## config.mk

```make
export PLATFORM = sky130hd
export DESIGN_NAME = twd_frame_master
export DESIGN_NICKNAME = d
export VERILOG_FILES = /design/src/rtl/twd_pkg.sv /design/src/rtl/twd_strobe_gen.sv /design/src/rtl/twd_frame_seq.sv /design/src/rtl/twd_frame_master.sv
export SDC_FILE = /design/constraint.sdc
export NUM_CORES = 1
export LEC_CHECK = 0
export BUFFER_PORTS_ARGS = -buffer_cell sky130_fd_sc_hd__buf_2
export CAP_MARGIN = 20
export CORE_UTILIZATION = 50
export CTS_BUF_LIST = sky130_fd_sc_hd__clkbuf_4 sky130_fd_sc_hd__clkbuf_8
export DETAILED_ROUTE_END_ITERATION = 8
export PLACE_DENSITY = 0.66
export REMOVE_ABC_BUFFERS = 1
export SYNTH_ARGS = -nofsm -noshare
export SYNTH_HDL_FRONTEND = slang
export SYNTH_SLANG_ARGS = --single-unit
```

## constraint.sdc

```tcl
create_clock -name clk_i -period 2.7 [get_ports clk_i]
set_input_delay 0.135 -clock clk_i [delete_from_list [all_inputs] [get_ports clk_i]]
set_output_delay 0.135 -clock clk_i [all_outputs]
set_load 0.02 [all_outputs]
```

## src/rtl/twd_pkg.sv

```systemverilog
package twd_pkg;
  // Instruction codes as sent on the wire
  typedef enum logic [1:0] {
    OP_DRD = 2'b00,
    OP_DWR = 2'b01,
    OP_ARD = 2'b10,
    OP_AWR = 2'b11
  } twd_op_e;

  typedef enum logic [2:0] {
    F_START, F_INS, F_LEN, F_WBYTE, F_WAIT, F_RBYTE, F_STOP
  } twd_field_e;

  typedef enum logic [1:0] {
    ST_IDLE, ST_ISSUE, ST_STROBE
  } twd_state_e;

  typedef enum logic [1:0] {
    PH_IDLE, PH_LOW, PH_HIGH
  } twd_phase_e;
endpackage

```

## src/rtl/twd_strobe_gen.sv

```systemverilog
module twd_strobe_gen
  import twd_pkg::*;
#(
  parameter int unsigned LOW_CYC  = 250,
  parameter int unsigned HIGH_CYC = 250,
  parameter int unsigned RST_CYC  = 6250
) (
  input  logic clk_i,
  input  logic rst_ni,
  input  logic go_i,
  input  logic long_i,
  output logic line_o,
  output logic idle_o,
  output logic done_o
);
  localparam int unsigned MAX_LH  = (LOW_CYC > HIGH_CYC) ? LOW_CYC : HIGH_CYC;
  localparam int unsigned MAX_CYC = (RST_CYC > MAX_LH) ? RST_CYC : MAX_LH;
  localparam int unsigned CW      = $clog2(MAX_CYC + 1);

  twd_phase_e    phase_q;
  logic [CW-1:0] cnt_q;
  logic          line_q;

  always_ff @(posedge clk_i or negedge rst_ni) begin
    if (!rst_ni) begin
      phase_q <= PH_IDLE;
      cnt_q   <= '0;
      line_q  <= 1'b1;
    end else begin
      unique case (phase_q)
        PH_IDLE: if (go_i) begin
          line_q  <= 1'b0;
          phase_q <= PH_LOW;
          cnt_q   <= long_i ? CW'(RST_CYC - 1) : CW'(LOW_CYC - 1);
        end
        PH_LOW: if (cnt_q == '0) begin
          line_q  <= 1'b1;
          phase_q <= PH_HIGH;
          cnt_q   <= CW'(HIGH_CYC - 1);
        end else begin
          cnt_q <= cnt_q - 1'b1;
        end
        PH_HIGH: if (cnt_q == '0) begin
          phase_q <= PH_IDLE;
        end else begin
          cnt_q <= cnt_q - 1'b1;
        end
        default: phase_q <= PH_IDLE;
      endcase
    end
  end

  assign line_o = line_q;
  assign idle_o = (phase_q == PH_IDLE);
  assign done_o = (phase_q == PH_HIGH) && (cnt_q == '0);

  // low-phase length seen on the line, for checking only
  logic [CW:0] low_len_q;
  always_ff @(posedge clk_i or negedge rst_ni) begin
    if (!rst_ni)      low_len_q <= '0;
    else if (!line_q) low_len_q <= low_len_q + 1'b1;
    else              low_len_q <= '0;
  end


  go_idle_chk: assert property (@(posedge clk_i) disable iff (!rst_ni)
    go_i |-> phase_q == PH_IDLE);


  low_width_chk: assert property (@(posedge clk_i) disable iff (!rst_ni)
    $rose(line_q) |-> (low_len_q == (CW+1)'(LOW_CYC)) || (low_len_q == (CW+1)'(RST_CYC)));
endmodule

```

## src/rtl/twd_frame_seq.sv

```systemverilog
module twd_frame_seq
  import twd_pkg::*;
#(
  parameter int unsigned WAIT_LIMIT = 20
) (
  input  logic       clk_i,
  input  logic       rst_ni,
  input  logic       access_i,
  input  logic       cmd_valid_i,
  input  logic [1:0] cmd_op_i,
  input  logic [7:0] cmd_data_i,
  input  logic       rst_req_i,
  input  logic       dat_i,
  input  logic       strb_done_i,
  output logic       cmd_ready_o,
  output logic       idle_o,
  output logic       go_o,
  output logic       long_o,
  output logic       dat_o,
  output logic       dat_oe_o,
  output logic       done_o,
  output logic       err_o,
  output logic [7:0] rdata_o
);
  localparam int unsigned WCW = $clog2(WAIT_LIMIT + 1);

  twd_state_e     state_q;
  twd_field_e     field_q;
  twd_op_e        op_q;
  logic [7:0]     wbyte_q, rbyte_q, rdata_q;
  logic [2:0]     bit_q;
  logic [WCW-1:0] wait_q;
  logic           is_rst_q, dat_q, oe_q, done_q, err_q;

  always_ff @(posedge clk_i or negedge rst_ni) begin
    if (!rst_ni) begin
      state_q  <= ST_IDLE;
      field_q  <= F_START;
      op_q     <= OP_DRD;
      wbyte_q  <= '0;
      rbyte_q  <= '0;
      rdata_q  <= '0;
      bit_q    <= '0;
      wait_q   <= '0;
      is_rst_q <= 1'b0;
      dat_q    <= 1'b0;
      oe_q     <= 1'b0;
      done_q   <= 1'b0;
      err_q    <= 1'b0;
    end else begin
      done_q <= 1'b0;
      unique case (state_q)
        ST_IDLE: if (access_i) begin
          if (rst_req_i) begin
            is_rst_q <= 1'b1;
            state_q  <= ST_ISSUE;
          end else if (cmd_valid_i) begin
            op_q     <= twd_op_e'(cmd_op_i);
            wbyte_q  <= cmd_data_i;
            field_q  <= F_START;
            bit_q    <= '0;
            wait_q   <= '0;
            is_rst_q <= 1'b0;
            state_q  <= ST_ISSUE;
          end
        end
        // drive settings change on the same edge the clock falls
        ST_ISSUE: begin
          state_q <= ST_STROBE;
          oe_q    <= 1'b0;
          dat_q   <= 1'b0;
          if (!is_rst_q) begin
            unique case (field_q)
              F_INS:   begin oe_q <= 1'b1; dat_q <= op_q[bit_q[0]]; end
              F_LEN:   oe_q <= 1'b1;
              F_WBYTE: begin oe_q <= 1'b1; dat_q <= wbyte_q[bit_q]; end
              default: ;
            endcase
          end
        end
        ST_STROBE: if (strb_done_i) begin
          state_q <= ST_ISSUE;
          if (is_rst_q) begin
            is_rst_q <= 1'b0;
            done_q   <= 1'b1;
            err_q    <= 1'b0;
            state_q  <= ST_IDLE;
          end else begin
            unique case (field_q)
              F_START: begin field_q <= F_INS; bit_q <= '0; end
              F_INS: if (bit_q[0]) begin
                bit_q <= '0;
                if (!op_q[1])     field_q <= F_LEN;
                else if (op_q[0]) field_q <= F_WBYTE;
                else              field_q <= F_RBYTE;
              end else bit_q <= bit_q + 1'b1;
              F_LEN: if (bit_q[0]) begin
                bit_q   <= '0;
                field_q <= op_q[0] ? F_WBYTE : F_WAIT;
              end else bit_q <= bit_q + 1'b1;
              F_WBYTE: if (bit_q == 3'd7) begin
                bit_q   <= '0;
                field_q <= op_q[1] ? F_STOP : F_WAIT;
              end else bit_q <= bit_q + 1'b1;
              F_WAIT: if (dat_i) begin
                bit_q   <= '0;
                field_q <= op_q[0] ? F_STOP : F_RBYTE;
              end else if (wait_q == WCW'(WAIT_LIMIT - 1)) begin
                done_q  <= 1'b1;
                err_q   <= 1'b1;
                state_q <= ST_IDLE;
              end else wait_q <= wait_q + 1'b1;
              F_RBYTE: begin
                rbyte_q <= {dat_i, rbyte_q[7:1]};
                if (bit_q == 3'd7) field_q <= F_STOP;
                else               bit_q <= bit_q + 1'b1;
              end
              F_STOP: begin
                done_q  <= 1'b1;
                err_q   <= 1'b0;
                state_q <= ST_IDLE;
                if (!op_q[0]) rdata_q <= rbyte_q;
              end
              default: state_q <= ST_IDLE;
            endcase
          end
        end
        default: state_q <= ST_IDLE;
      endcase
    end
  end

  assign cmd_ready_o = (state_q == ST_IDLE) && access_i;
  assign idle_o      = (state_q == ST_IDLE);
  assign go_o        = (state_q == ST_ISSUE);
  assign long_o      = is_rst_q;
  assign dat_o       = dat_q;
  assign dat_oe_o    = oe_q;
  assign done_o      = done_q;
  assign err_o       = err_q;
  assign rdata_o     = rdata_q;


  done_pulse_chk: assert property (@(posedge clk_i) disable iff (!rst_ni)
    done_o |=> !done_o);


  rdata_hold_chk: assert property (@(posedge clk_i) disable iff (!rst_ni)
    !$stable(rdata_o) |-> done_o);


  ready_drop_chk: assert property (@(posedge clk_i) disable iff (!rst_ni)
    (cmd_valid_i && cmd_ready_o) |=> !cmd_ready_o);


  dat_hold_chk: assert property (@(posedge clk_i) disable iff (!rst_ni)
    (state_q == ST_STROBE) |=> $stable(dat_oe_o) && $stable(dat_o));


  wait_bound_chk: assert property (@(posedge clk_i) disable iff (!rst_ni)
    wait_q < WCW'(WAIT_LIMIT));
endmodule

```

## src/rtl/twd_frame_master.sv

```systemverilog
module twd_frame_master #(
  parameter int unsigned CLK_MHZ    = 250,
  parameter int unsigned LOW_NS     = 1000,
  parameter int unsigned HIGH_NS    = 1000,
  parameter int unsigned RESET_NS   = 25000,
  parameter int unsigned WAIT_LIMIT = 20
) (
  input  logic       clk_i,
  input  logic       rst_ni,
  input  logic       access_en_i,
  input  logic       cmd_valid_i,
  output logic       cmd_ready_o,
  input  logic [1:0] cmd_op_i,
  input  logic [7:0] cmd_data_i,
  input  logic       rst_req_i,
  output logic       done_o,
  output logic       err_o,
  output logic [7:0] rdata_o,
  output logic       tw_clk_o,
  output logic       tw_clk_oe_o,
  output logic       tw_dat_o,
  output logic       tw_dat_oe_o,
  input  logic       tw_dat_i
);
  localparam int unsigned LOW_RAW  = CLK_MHZ * LOW_NS / 1000;
  localparam int unsigned HIGH_RAW = CLK_MHZ * HIGH_NS / 1000;
  localparam int unsigned RST_RAW  = CLK_MHZ * RESET_NS / 1000;
  localparam int unsigned LOW_CYC  = (LOW_RAW  == 0) ? 1 : LOW_RAW;
  localparam int unsigned HIGH_CYC = (HIGH_RAW == 0) ? 1 : HIGH_RAW;
  localparam int unsigned RST_CYC  = (RST_RAW  == 0) ? 1 : RST_RAW;

  logic access_q, seq_idle, gen_idle, go, long_pulse, strb_done, line, dat, dat_oe;

  // access switches only between operations, never mid-strobe
  always_ff @(posedge clk_i or negedge rst_ni) begin
    if (!rst_ni)                  access_q <= 1'b0;
    else if (seq_idle && gen_idle) access_q <= access_en_i;
  end

  twd_frame_seq #(.WAIT_LIMIT(WAIT_LIMIT)) u_seq (
    .clk_i       (clk_i),
    .rst_ni      (rst_ni),
    .access_i    (access_q),
    .cmd_valid_i (cmd_valid_i),
    .cmd_op_i    (cmd_op_i),
    .cmd_data_i  (cmd_data_i),
    .rst_req_i   (rst_req_i),
    .dat_i       (tw_dat_i),
    .strb_done_i (strb_done),
    .cmd_ready_o (cmd_ready_o),
    .idle_o      (seq_idle),
    .go_o        (go),
    .long_o      (long_pulse),
    .dat_o       (dat),
    .dat_oe_o    (dat_oe),
    .done_o      (done_o),
    .err_o       (err_o),
    .rdata_o     (rdata_o)
  );

  twd_strobe_gen #(.LOW_CYC(LOW_CYC), .HIGH_CYC(HIGH_CYC), .RST_CYC(RST_CYC)) u_strobe (
    .clk_i  (clk_i),
    .rst_ni (rst_ni),
    .go_i   (go),
    .long_i (long_pulse),
    .line_o (line),
    .idle_o (gen_idle),
    .done_o (strb_done)
  );

  assign tw_clk_o    = line;
  assign tw_clk_oe_o = access_q;
  assign tw_dat_o    = dat;
  assign tw_dat_oe_o = dat_oe & access_q;


  clk_oe_rise_chk: assert property (@(posedge clk_i) disable iff (!rst_ni)
    $rose(tw_clk_oe_o) |-> tw_clk_o && !tw_dat_oe_o);


  access_gate_chk: assert property (@(posedge clk_i) disable iff (!rst_ni)
    !tw_clk_oe_o |-> !tw_dat_oe_o && tw_clk_o);
endmodule

```

* Word-level counts from Yosys, hierarchy flattened
Index checks and enable logic that the tools add are counted.
** Storage, ports and cells
- Bits in registers :: 61
- Latch bits :: 0
- Bits in writable memories :: 0
- Bits in read-only memories :: 0
- Input port bits :: 16
- Memories kept :: 0
** Cells by class
- Add/subtract/negate cells :: 3
- Multipliers :: 0
- Divide/modulo/power cells :: 0
- Magnitude comparators :: 2
- Equal/unequal tests :: 35
- Shift-type cells :: 0
- Muxes and demuxes :: 78
- Bitwise operators :: 4
- Reduce and logical (&&, ||, !) cells :: 26
** Operator list (number)
- $mux 3 :: 19
- $mux 13 :: 4
- $mux 5 :: 8
- $pmux 13 s3 :: 1
- $mux 2 :: 11
- $mux 1 :: 21
- $ne 2x2->1 const B :: 9
- $pmux 3 s6 :: 1
- $reduce_and 9->1 :: 2
- $ne 3x2->1 const B :: 5
- $pmux 3 s5 :: 1
- $logic_not 13->1 :: 1
- $sub 13x1->13 const B :: 1
- $eq 3x3->1 const B :: 4
- $pmux 2 s3 :: 2
- $pmux 3 s2 :: 2
- $reduce_and 12->1 :: 1
- $reduce_and 3->1 :: 4
- $reduce_and 4->1 :: 3
- $pmux 1 s2 :: 5
- $pmux 5 s2 :: 1
- $reduce_and 5->1 :: 2
- $ne 3x3->1 const B :: 3
- $ne 7x7->1 const B :: 1
- other kinds (24) :: 36

* Longest topological paths before layout
Gate-level depths: netlist of the first run.
- Depth in word-level cells :: 7
- Mapped depth :: 9
- Gate-level depth less buffers :: 7

* By module
From an unflattened synthesis of the first run, not the netlist that was laid out.
** Second synthesis, totals
- Cells, all modules :: 336
- Area, all modules :: 3374.5 um2
** Modules (own cells, without submodules)
- twd_frame_seq :: instances 1, cells an instance 214, area each 2257.2 um2
- twd_strobe_gen :: instances 1, cells an instance 118, area each 1067.3 um2
- twd_frame_master :: instances 1, cells an instance 4, area each 50.0 um2

* Worst setup path before layout of the first run
No wires, ideal clock.
- Kind :: flip-flop to flip-flop
- Start point :: reg u_strobe.cnt_q[0]
- End point :: reg u_seq.rbyte_q[0]
- Library setup time :: 0.125 ns
- Arrival :: 2.220 ns
- Data required time :: 2.575 ns
- Slack :: 0.355 ns
- Stages on the path, launching flop included :: 8
- Period minus slack after synthesis :: 2.345 ns
- Cell sequence :: dfrtp_1 > inv_1 > ha_1 > or4b_1 > or3_1 > buf_2 > nor3_4 > mux2_2
** On the way
- Word-level cells in the longest chain between the ends :: 3
** Ends and longest elaborated chain
- start, declared :: RTL line twd_strobe_gen.sv:21 : logic [CW-1:0] cnt_q;
- start signal, assigned :: RTL line twd_strobe_gen.sv:34 : cnt_q <= long_i ? CW'(RST_CYC - 1) : CW'(LOW_CYC - 1);
- start signal, assigned :: RTL line twd_strobe_gen.sv:39 : cnt_q <= CW'(HIGH_CYC - 1);
- start signal, assigned :: RTL line twd_strobe_gen.sv:41 : cnt_q <= cnt_q - 1'b1;
- $logic_not 13->1 :: RTL line twd_strobe_gen.sv:55 : assign done_o = (phase_q == PH_HIGH) && (cnt_q == '0);
- $logic_and 1x1->1 :: RTL line twd_strobe_gen.sv:55
- $reduce_and 4->1 (no line)
- end signal, assigned :: RTL line twd_frame_seq.sv:114 : rbyte_q <= {dat_i, rbyte_q[7:1]};
- end, declared :: RTL line twd_frame_seq.sv:30 : logic [7:0] wbyte_q, rbyte_q, rdata_q;
Every way passes these cells.
A chain may end at the register's enable or synchronous reset.

* Final worst setup path of the first run
Ends and elaborated chain as after synthesis.

==> results of run 1 <==
-- final timing paths --
check | from | endpoint | slack [ps] | cells past startpoint
min in group asynchronous | rst_ni | u_seq.wait_q[2] | 350 | 3
worst max register to register | u_strobe.cnt_q[0] | u_seq.rbyte_q[0] | 150 | 6
worst min-delay path | cmd_data_i[3] | u_seq.wbyte_q[3] | 30 | 2
worst max-delay path | u_strobe.cnt_q[0] | u_seq.rbyte_q[0] | 150 | 6
worst min register to register | u_seq.dat_oe_o | u_seq.dat_oe_o | 480 | 2
max in group asynchronous | rst_ni | u_strobe.line_o | 2030 | 3
-- registers in the layout, summed over array words and instances, names as in the netlist, 2 cells and up --
signal / count
u_seq.op_q: 2
u_strobe.cnt_q: 13
u_seq.rbyte_q: 8
u_seq.field_q: 3
u_strobe.phase_q: 2
u_seq.wbyte_q: 8
u_seq.wait_q: 5
u_seq.bit_q: 3
u_seq.state_q: 2
u_seq.rdata_o: 8
-- Yosys cell counts, drive strengths merged, types with 6 or more instances --
master	instances	area [sq um]
ha	9	113
a21oi	14	70.1
nor4	6	58.8
nand2b	6	37.5
nor2b	7	43.8
o21ai	18	90.1
clkbuf	15	56.3
inv	10	37.5
or3	6	37.5
nand2	26	97.6
dfrtp	60	1500
mux2	29	327
nor2	23	86.3
nor3	11	77.6
-- final cells by class --
cell class	instances	area, sq um
Fill cell	561	2520
Clock buffer	10	138
Clock inverter	6	86.3
Inverter	10	37.5
Multi-Input combinational cell	240	1740
Tap cell	77	96.3
Sequential cell	61	1530
Timing Repair Buffer	46	273
-- critical path: cells and delay by family, from the launching register on --
kind	cells	cell delay (ps)
and+or+nand+nor	3	1370
DFF	1	400
muxes	1	390
adders and majority gates	1	170
buffers and inverters	1	110
-- placed cells by master, fill, tap and decap left out, types with 5 or more instances in the layout --
master	n
nor2b_1	7
mux2_2	26
and2_1	5
a31oi_1	5
or3_1	6
nand2_1	26
clkbuf_8	10
a21oi_1	14
nand2b_1	6
ha_1	9
mux2i_1	5
nand3_1	5
nor2_1	23
buf_4	15
o21ai_0	18
nor3_1	9
buf_2	30
o21a_1	5
inv_1	10
dfrtp_1	60
-- stage by stage --
stage	setup slack (ps)	cells	total power [mW]	area, sq um	utilization, %
floorplan	362	311	2.13	3310	-
global placement	217	431	2.48	3650	56.9
detailed placement	165	431	2.51	3650	56.9
CTS	151	448	3.43	3890	60.5
global route	22.5	450	3.65	3900	60.8
finish	145	450	3.42	3900	60.8
-- logic make-up after synthesis --
family,count (synthesis)
DFF,61
AOI/OAI and AO/OA,81
buffers and inverters,27
muxes,36
and+or+nand+nor,112
xor gates and xnor gates,2
adders and majority gates,9
-- power by group --
part / switching [mW] / total, mW / internal [mW]
clock network: 0.363 / 0.907 / 0.543
registers: 0.230 / 1.34 / 1.11
logic: 0.639 / 1.17 / 0.535
total: 1.23 / 3.42 / 2.19
-- routing by layer --
| metal | global-route usage [%] | share of wire, % |
|---|---|---|
| met1 | 31.0 | 48 |
| met2 | 33.1 | 47 |
| met3 | 5.01 | 3.9 |
| met4 | 8.62 | 1.2 |
| met5 | 0 | 0 |
-- timing repair --
action,CTS,global route
resized for setup,0,0
endpoints found under the hold margin,60,0
buffers inserted,0,2
setup endpoints to repair,0,3
hold buffers,1,0
==> impl_metrics.json, run 1 <==
{
  "drc": 8,
  "crit_chain": "inv_1 -> ha_1 -> or4b_1 -> or3_1 -> nor3_4 -> mux2_2",
  "via_count": 2647,
  "cts_buffers": 9,
  "grt_start_max_net_pins": 33,
  "fin_worst_skew_ps": 9.18,
  "synth_flop_cell": "dfrtp_1",
  "synth_adder_area_share_pct": 3.33,
  "core_area_sq_mm": 0.00642,
  "grt_first_pass_wirelength_microns": 12400,
  "die_x_microns": 84.2,
  "drt_iter0_markers": 158,
  "start_kind": "flop",
  "synth.distinct_cells": 59,
  "tightest_slew_ps": 762,
  "yosys_register_bits": 61,
  "setup_viol": 0,
  "grt.total_usage_pct": 22.0,
  "yosys.area_share.simple_pct": 18.8,
  "dpl.hpwl_microns": 5040,
  "synth_cells": 328,
  "crit_fanout": 8,
  "tns_ps": 0,
  "cts_buffer_depth": 2,
  "synth_compound_area_share_pct": 16.4,
  "cpMaxStageDelayCell": "or3_1",
  "rsz0062_at_grt": "false",
  "dr.pass1.iters": 6,
  "p_leak_nw": 1.78,
  "grt_pass1_vias": 2628,
  "wirelength_microns": 7060,
  "critPathMaxStageDelay_ps": 520,
  "grt-ovfl-total": 0,
  "viasPerCell": 5.88,
  "synth_mux_area_share_pct": 12.5,
  "io_pins": 31,
  "dieArea_sq_mm": 0.00710,
  "drive_above_1_share_pct": 26.3,
  "cp_data_required_time_ps": 2920,
  "path_clk_slew_ps": 70,
  "synth_top_family_by_area": "simple AND/OR/NAND/NOR gates",
  "hold_slack_ps": 34.9,
  "postSynth.asyncResetShare_pct": 100,
  "maxCapViolations": 0,
  "worstPathArrival_ps": 2770,
  "synth_area_sq_mm": 0.00338,
  "period_minus_slack_ps": 2550,
  "fin_nets": 393,
  "die_h_microns": 84.2,
  "clk_latency_ps": 330,
  "htreeDepth": 3,
  "antenna_found_initial": 0,
  "drv_slew": 0,
  "diodes": 0,
  "status": "finished, violations left",
  "ir_drop_uv": 430,
  "yosysWarnings": 0,
  "clkSinkCount": 61,
  "ys_seq_area_share_pct": 45.2,
  "ant_nets": 0,
  "hp-class": "in -> reg",
  "routabilityCongestion": 0.869,
  "cts_root_buf": "clkbuf_8",
  "wl_per_cell_microns": 15.7,
  "critical_path_class": "reg -> reg",
  "end_kind": "flop",
  "synth_edf_count": 0,
  "area_growth_pct": 15.4,
  "max_slew_margin_pct": 48.7,
  "syn_area_per_cell_sq_um": 10.3,
  "io_buffers": 30,
  "powerDensity_mw_per_mm2": 876,
  "cts_tree": "built",
  "synthXorXnorAreaFrac_pct": 0.518,
  "initial_utilization_pct": 52.7,
  "final-hold-violation-count": 0,
  "rows": 29,
  "violations": "design-rule violations",
  "period_share_pct": 94.6,
  "fmax_ghz": 0.391
}
No activity file was read; power rests on OpenSTA's default activity.
==> inputs of run 2 (changes only) <==
ABC_AREA = 1   (was unset)
PLACE_DENSITY = 0.73   (was 0.66)
SKIP_LAST_GASP = 1   (was unset)
==> run 2 against run 1 <==
Compared with the run above: the flow now finishes without violations; fmax increased by 42%; global-route usage fell by 0.17 points; worst hold slack worse by 13 ps; critical path type unchanged; largest cell class unchanged; largest power group is now combinational logic.
==> impl_metrics.json, run 2 <==
{
  "status": "finished, final reports clean",
  "synthTopCellsByArea": "dfrtp_1 (43%), nand2_1 (13%), inv_1 (5.5%)",
  "crit_fanout": 16,
  "hold_buffers": 1,
  "grt_first_pass_wirelength_microns": 12500,
  "cts_setup_buffers": 0,
  "drt_iter0_markers": 183,
  "power_mw": 4.19,
  "maxCapViolations": 0,
  "critical_path_class": "reg -> reg",
  "ant_nets": 0,
  "initial_utilization_pct": 51.6,
  "max_slew_margin_pct": 47.9,
  "area_growth_pct": 13.1,
  "dpl.hpwl_microns": 5220,
  "grt_start_max_net_pins": 62,
  "crit_chain": "inv_1 -> ha_1 -> nand2_1 -> nor2_2 -> nand3_4 -> nor2_4 -> nand3_4 -> nand2_1 -> o21ai_2",
  "via_count": 2956,
  "period_share_pct": 66.6,
  "synthTopCellsByCount": "nand2_1 (121), dfrtp_1 (60), inv_1 (51)",
  "io_buffers": 30,
  "dr.pass1.iters": 4,
  "yosys_register_bits": 61,
  "ys_seq_area_share_pct": 43.8,
  "drv_slew": 0,
  "layout_common_cells": "nand2_1 (121), dfrtp_1 (60), inv_1 (51), nor2_1 (50), nand3_1 (36)",
  "synth_flop_cell": "dfrtp_1",
  "largest-register": "u_strobe.cnt_q",
  "worstPathArrival_ps": 2020,
  "power_switching_mw": 1.82,
  "drive_above_1_share_pct": 17.4,
  "hold_slack_ps": 21.9,
  "clk_latency_ps": 340,
  "path_clk_slew_ps": 70,
  "final-hold-violation-count": 0,
  "grt.total_usage_pct": 21.8,
  "grt_pass1_vias": 2789,
  "placed_area_sq_mm": 0.00369,
  "end_kind": "flop",
  "stdcell_count": 569,
  "tightest_slew_ps": 781,
  "design_area_sq_mm": 0.00394,
  "multiInputGateArea_sq_mm": 0.00170,
  "yosysTopAreaCell": "dfrtp_1",
  "dieArea_sq_mm": 0.00731,
  "yosysWarnings": 0,
  "postLayoutCoreUtil_pct": 58.4,
  "synth_edf_count": 0,
  "wl_per_cell_microns": 12.6,
  "routabilityCongestion": 0.850,
  "cts_buffer_depth": 2,
  "wirelength_microns": 7160,
  "powerDensity_mw_per_mm2": 1060,
  "dp_cells": 552,
  "clkSinkCount": 61,
  "clkPwrFrac_pct": 23.8,
  "antenna_found_initial": 0,
  "htreeDepth": 3,
  "die_h_microns": 85.5,
  "final.fill_count": 617,
  "critPathMaxStageDelay_ps": 390,
  "cts_buffers": 9,
  "synth_area_sq_mm": 0.00349,
  "layout_commonest_cell": "nand2_1",
  "postSynth.asyncResetShare_pct": 100,
  "netSwitchingFraction_pct": 43.4,
  "p_comb_share_pct": 42.7,
  "cpMaxStageDelayCell": "dfrtp_1",
  "ir_drop_uv": 472,
  "hp-class": "in -> reg",
  "die_x_microns": 85.5,
  "rsz0062_at_grt": "false",
  "syn_area_per_cell_sq_um": 7.78,
  "final-seq-area_sq_mm": 0.00153,
  "grt-ovfl-total": 0,
  "cts_root_buf": "clkbuf_8",
  "synth_cells": 448,
  "netlist.area_leader.share_pct": 43.1,
  "synth_most_common_cell": "nand2_1",
  "largest_reg_flops": 13,
  "setup_viol": 0,
  "start_kind": "flop",
  "viasPerCell": 5.20,
  "synth.distinct_cells": 34,
  "period_minus_slack_ps": 1800,
  "fin_ws_ps": 903,
  "diodes": 0,
  "fmax_ghz": 0.556,
  "fin_nets": 509,
  "drc": 0,
  "fin_worst_skew_ps": 14.0,
  "cts_resized": 0,
  "cp_data_required_time_ps": 2920,
  "core_area_sq_mm": 0.00676,
  "p_int_mw": 2.37,
  "tns_ps": 0,
  "seqPwrFrac_pct": 33.5,
  "cts_tree": "built",
  "p_leak_nw": 1.97,
  "io_pins": 31,
  "post-place-ws_ps": 908,
  "rows": 30
}
[run 2: cell count changes after synthesis, sizes merged, moves of 7 or more]
cell	before	now
a21oi	14	23
inv	10	53
nand3	5	39
nand2	26	130
nor3	11	3
mux2	29	4
clkbuf	15	1
o21ai	18	41
nor2	23	60
nor2b	7	0
[run 2: power by group through the flow]
stage,logic (mW),registers (mW),clock network (mW)
floorplan,1.38,1.38,0
global placement,1.74,1.41,0
detailed placement,1.77,1.42,0
CTS,1.79,1.40,1.02
global route,2.05,1.43,1.06
finish,1.79,1.40,0.998
[run 2: cell families after synthesis]
family,after synthesis,synth area share [%]
AND/OR/NAND/NOR,235,30.8
AO/OA/AOI/OAI,73,12.0
flip-flops,61,43.8
buffers and inverters,60,7.36
adder cells (fa/ha/maj),9,3.23
XOR/XNOR,6,1.51
multiplexers,4,1.29
[run 2: final timing paths]
kind,from,end,slack [ps],cells after the start
min in group asynchronous,rst_ni,u_strobe.cnt_q[8],470,3
worst min register to register,u_seq.rdata_o[0],u_seq.rdata_o[0],480,2
worst min-delay path,cmd_data_i[0],u_seq.wbyte_q[0],20,2
max in group asynchronous,rst_ni,u_seq.op_q[0],1700,3
worst max register to register,u_strobe.cnt_q[0],u_seq.rbyte_q[1],900,9
worst max-delay path,u_strobe.cnt_q[0],u_seq.rbyte_q[1],900,9
[run 2: area by class of cell]
cell class,instances,area share [%]
multi-input cells,327,43.1
flip-flops and latches,61,38.7
inverters,53,5.17
repair buffers,32,4.25
clock buffers,10,3.33
clock inverters,6,2.82
well taps,80,2.54
[run 2: layer usage]
metal  wire, microns  track usage, %
met5               0               0
met4              46            7.27
met3             328            5.87
met2            3410            34.6
met1            3380            29.2
[run 2: critical path: cells and delay by family (launching register included)]
family                   cells  cell delay, ps
adder cells (fa/ha/maj)      1             200
buffers and inverters        1             130
AND/OR/NAND/NOR              6             900
flip-flops                   1             390
AO/OA/AOI/OAI                1              60
==> inputs of run 3 (changes only) <==
ABC_AREA = 0   (was 1)
clock period = 1.76 ns   (was 2.7 ns; I/O delays follow)
==> run 3 against run 2 <==
Compared with the run above: the run now ends with design-rule violations, negative setup slack left; register-to-register slack got worse by 1400 ps; largest power group unchanged; fmax fell by 20%; clock power rose by 29%.
==> impl_metrics.json, run 3 (synthesis results as in run 1) <==
{
  "powerDensity_mw_per_mm2": 1320,
  "crit_path_start": "u_strobe.cnt_q[0]",
  "fin_ws_ps": -494,
  "crit_fanout": 8,
  "critical_path_class": "reg -> reg",
  "path_clk_slew_ps": 70,
  "drt_iter0_markers": 271,
  "viasPerCell": 5.87,
  "fin_worst_skew_ps": 11.8,
  "wl_per_cell_microns": 17.7,
  "drc": 6,
  "grt.busiest_layer": "met2",
  "layout_common_cells": "buf_4 (72), dfrtp_1 (59), buf_2 (30), nand2_1 (24)",
  "fmax_ghz": 0.444,
  "tightest_slew_ps": 593,
  "rsz0062_at_grt": "true",
  "final-hold-violation-count": 0,
  "drv_slew": 0,
  "period_minus_slack_ps": 2250,
  "grt_start_max_net_pins": 47,
  "die_h_microns": 84.2,
  "layout_commonest_cell": "buf_4",
  "diodes": 0,
  "use_met1_pct": 35.4,
  "rows": 29,
  "maxCapViolations": 0,
  "power_mw": 6.64,
  "antenna_found_initial": 0,
  "final.fill_count": 379,
  "grt-ovfl-total": 0,
  "clk_latency_ps": 360,
  "wirelength_microns": 9610,
  "max_slew_margin_pct": 60.4,
  "cts_root_buf": "clkbuf_8",
  "setup_viol": 47,
  "reg2reg_to": "u_seq.rbyte_q[3]",
  "status": "finished, violations left",
  "routabilityCongestion": 0.846,
  "worstPathArrival_ps": 2490,
  "grt.total_usage_pct": 27.7,
  "post-place-ws_ps": -596,
  "largest-register": "u_strobe.cnt_q",
  "gr-usage-met3_pct": 5.01,
  "cts_tree": "built",
  "drive_above_1_share_pct": 47.9,
  "initial_utilization_pct": 52.7,
  "largest_reg_flops": 13,
  "core_area_sq_mm": 0.00642,
  "cts_buffer_depth": 2,
  "grt_pass1_vias": 3126,
  "p_leak_nw": 2.35,
  "die_x_microns": 84.2,
  "crit_end": "u_seq.rbyte_q[3]",
  "htreeDepth": 3,
  "period_share_pct": 128,
  "dpl.hpwl_microns": 5740,
  "fin_nets": 486,
  "cp_data_required_time_ps": 2000,
  "dr.pass1.iters": 8,
  "violations": "design-rule violations, negative setup slack",
  "end_kind": "flop",
  "ir_drop_uv": 806,
  "clkSinkCount": 61,
  "reg2reg_from": "u_strobe.cnt_q[0]",
  "r2r_slack_ps": -490,
  "io_buffers": 30,
  "start_kind": "flop",
  "use_met2_pct": 46.1,
  "hp-class": "in -> reg",
  "via_count": 3186,
  "dieArea_sq_mm": 0.00710,
  "grt_first_pass_wirelength_microns": 15200,
  "worst_r2r_path_depth": 7,
  "cts_buffers": 9,
  "ant_nets": 0,
  "io_pins": 31,
  "area_growth_pct": 48.5
}
==> run 3: cell count changes in the layout (fill, tap and decap cells not counted), sizes merged, moves of 25 or more <==
cell / delta
buf: +94
inv: -43
mux2: +25
nand2: -104
nand3: -34
nor2: -37
==> run 3: worst min path at each step <==
stage | slack, ps | cells after the start | end | start
after floorplan | -210 | 0 | tw_clk_oe_o | rst_ni
after global placement | 30 | 1 | u_seq.wait_q[4] | rst_ni
after detailed placement | 40 | 1 | u_seq.wait_q[4] | rst_ni
after CTS | 80 | 3 | u_seq.rbyte_q[7] | tw_dat_i
after global routing | 100 | 3 | u_seq.rbyte_q[7] | tw_dat_i
final | 110 | 3 | u_seq.rbyte_q[7] | tw_dat_i
==> run 3: critical path, cell delays in order, from the launching register on <==
cell	delay, ps
dfrtp_1	390
inv_2	90
ha_4	130
or4b_4	480
or3_4	390
nor3_4	170
buf_12	160
mux2_2	340
==> run 3: final cells by class <==
cell class	count	area, sq um	area share [%]
clock buffer	12	153	3.04
sequential	61	1530	30.4
timing repair buffer	138	1110	22.0
multi-input combinational	241	2050	40.9
inverter	10	37.5	0.747
tap	77	96.3	1.92
clock inverter	4	47.5	0.946
==> run 3: metal layers <==
layer	up-vias	wire (microns)
met2	99	4820
met5	-	0
met1	1591	4110
met3	20	489
li1	1476	-
met4	0	187
==> run 3: per-stage QoR <==
stage                     cells  util (%)  hold slack [ps]  TNS [ps]  area (sq um)
after detailed placement    498      65.3             37.8    -19240          4190
after floorplan             311         -             -208    -14540          3310
after global placement      498      65.3             29.0    -17240          4190
final                       543      78.2              106    -15540          5020
after global routing        543      78.2              102    -18920          5020
after CTS                   538      76.2             79.8    -13130          4890
==> run 3: power by group <==
part / switching (mW) / internal [mW]
sequential: 0.254 / 1.70
combinational: 1.67 / 1.72
clock: 0.574 / 0.719
==> run 3: what timing repair did <==
| action | 4_1_cts | 5_1_grt |
|---|---|---|
| setup buffers | 11 | 4 |
| gates resized for setup | 71 | 27 |
| hold buffers | 13 | 0 |
| cloned | 1 | 1 |
| pin swaps | 35 | 9 |
| endpoints found under the setup margin | 46 | 60 |
| hold endpoints to repair | 27 | 0 |
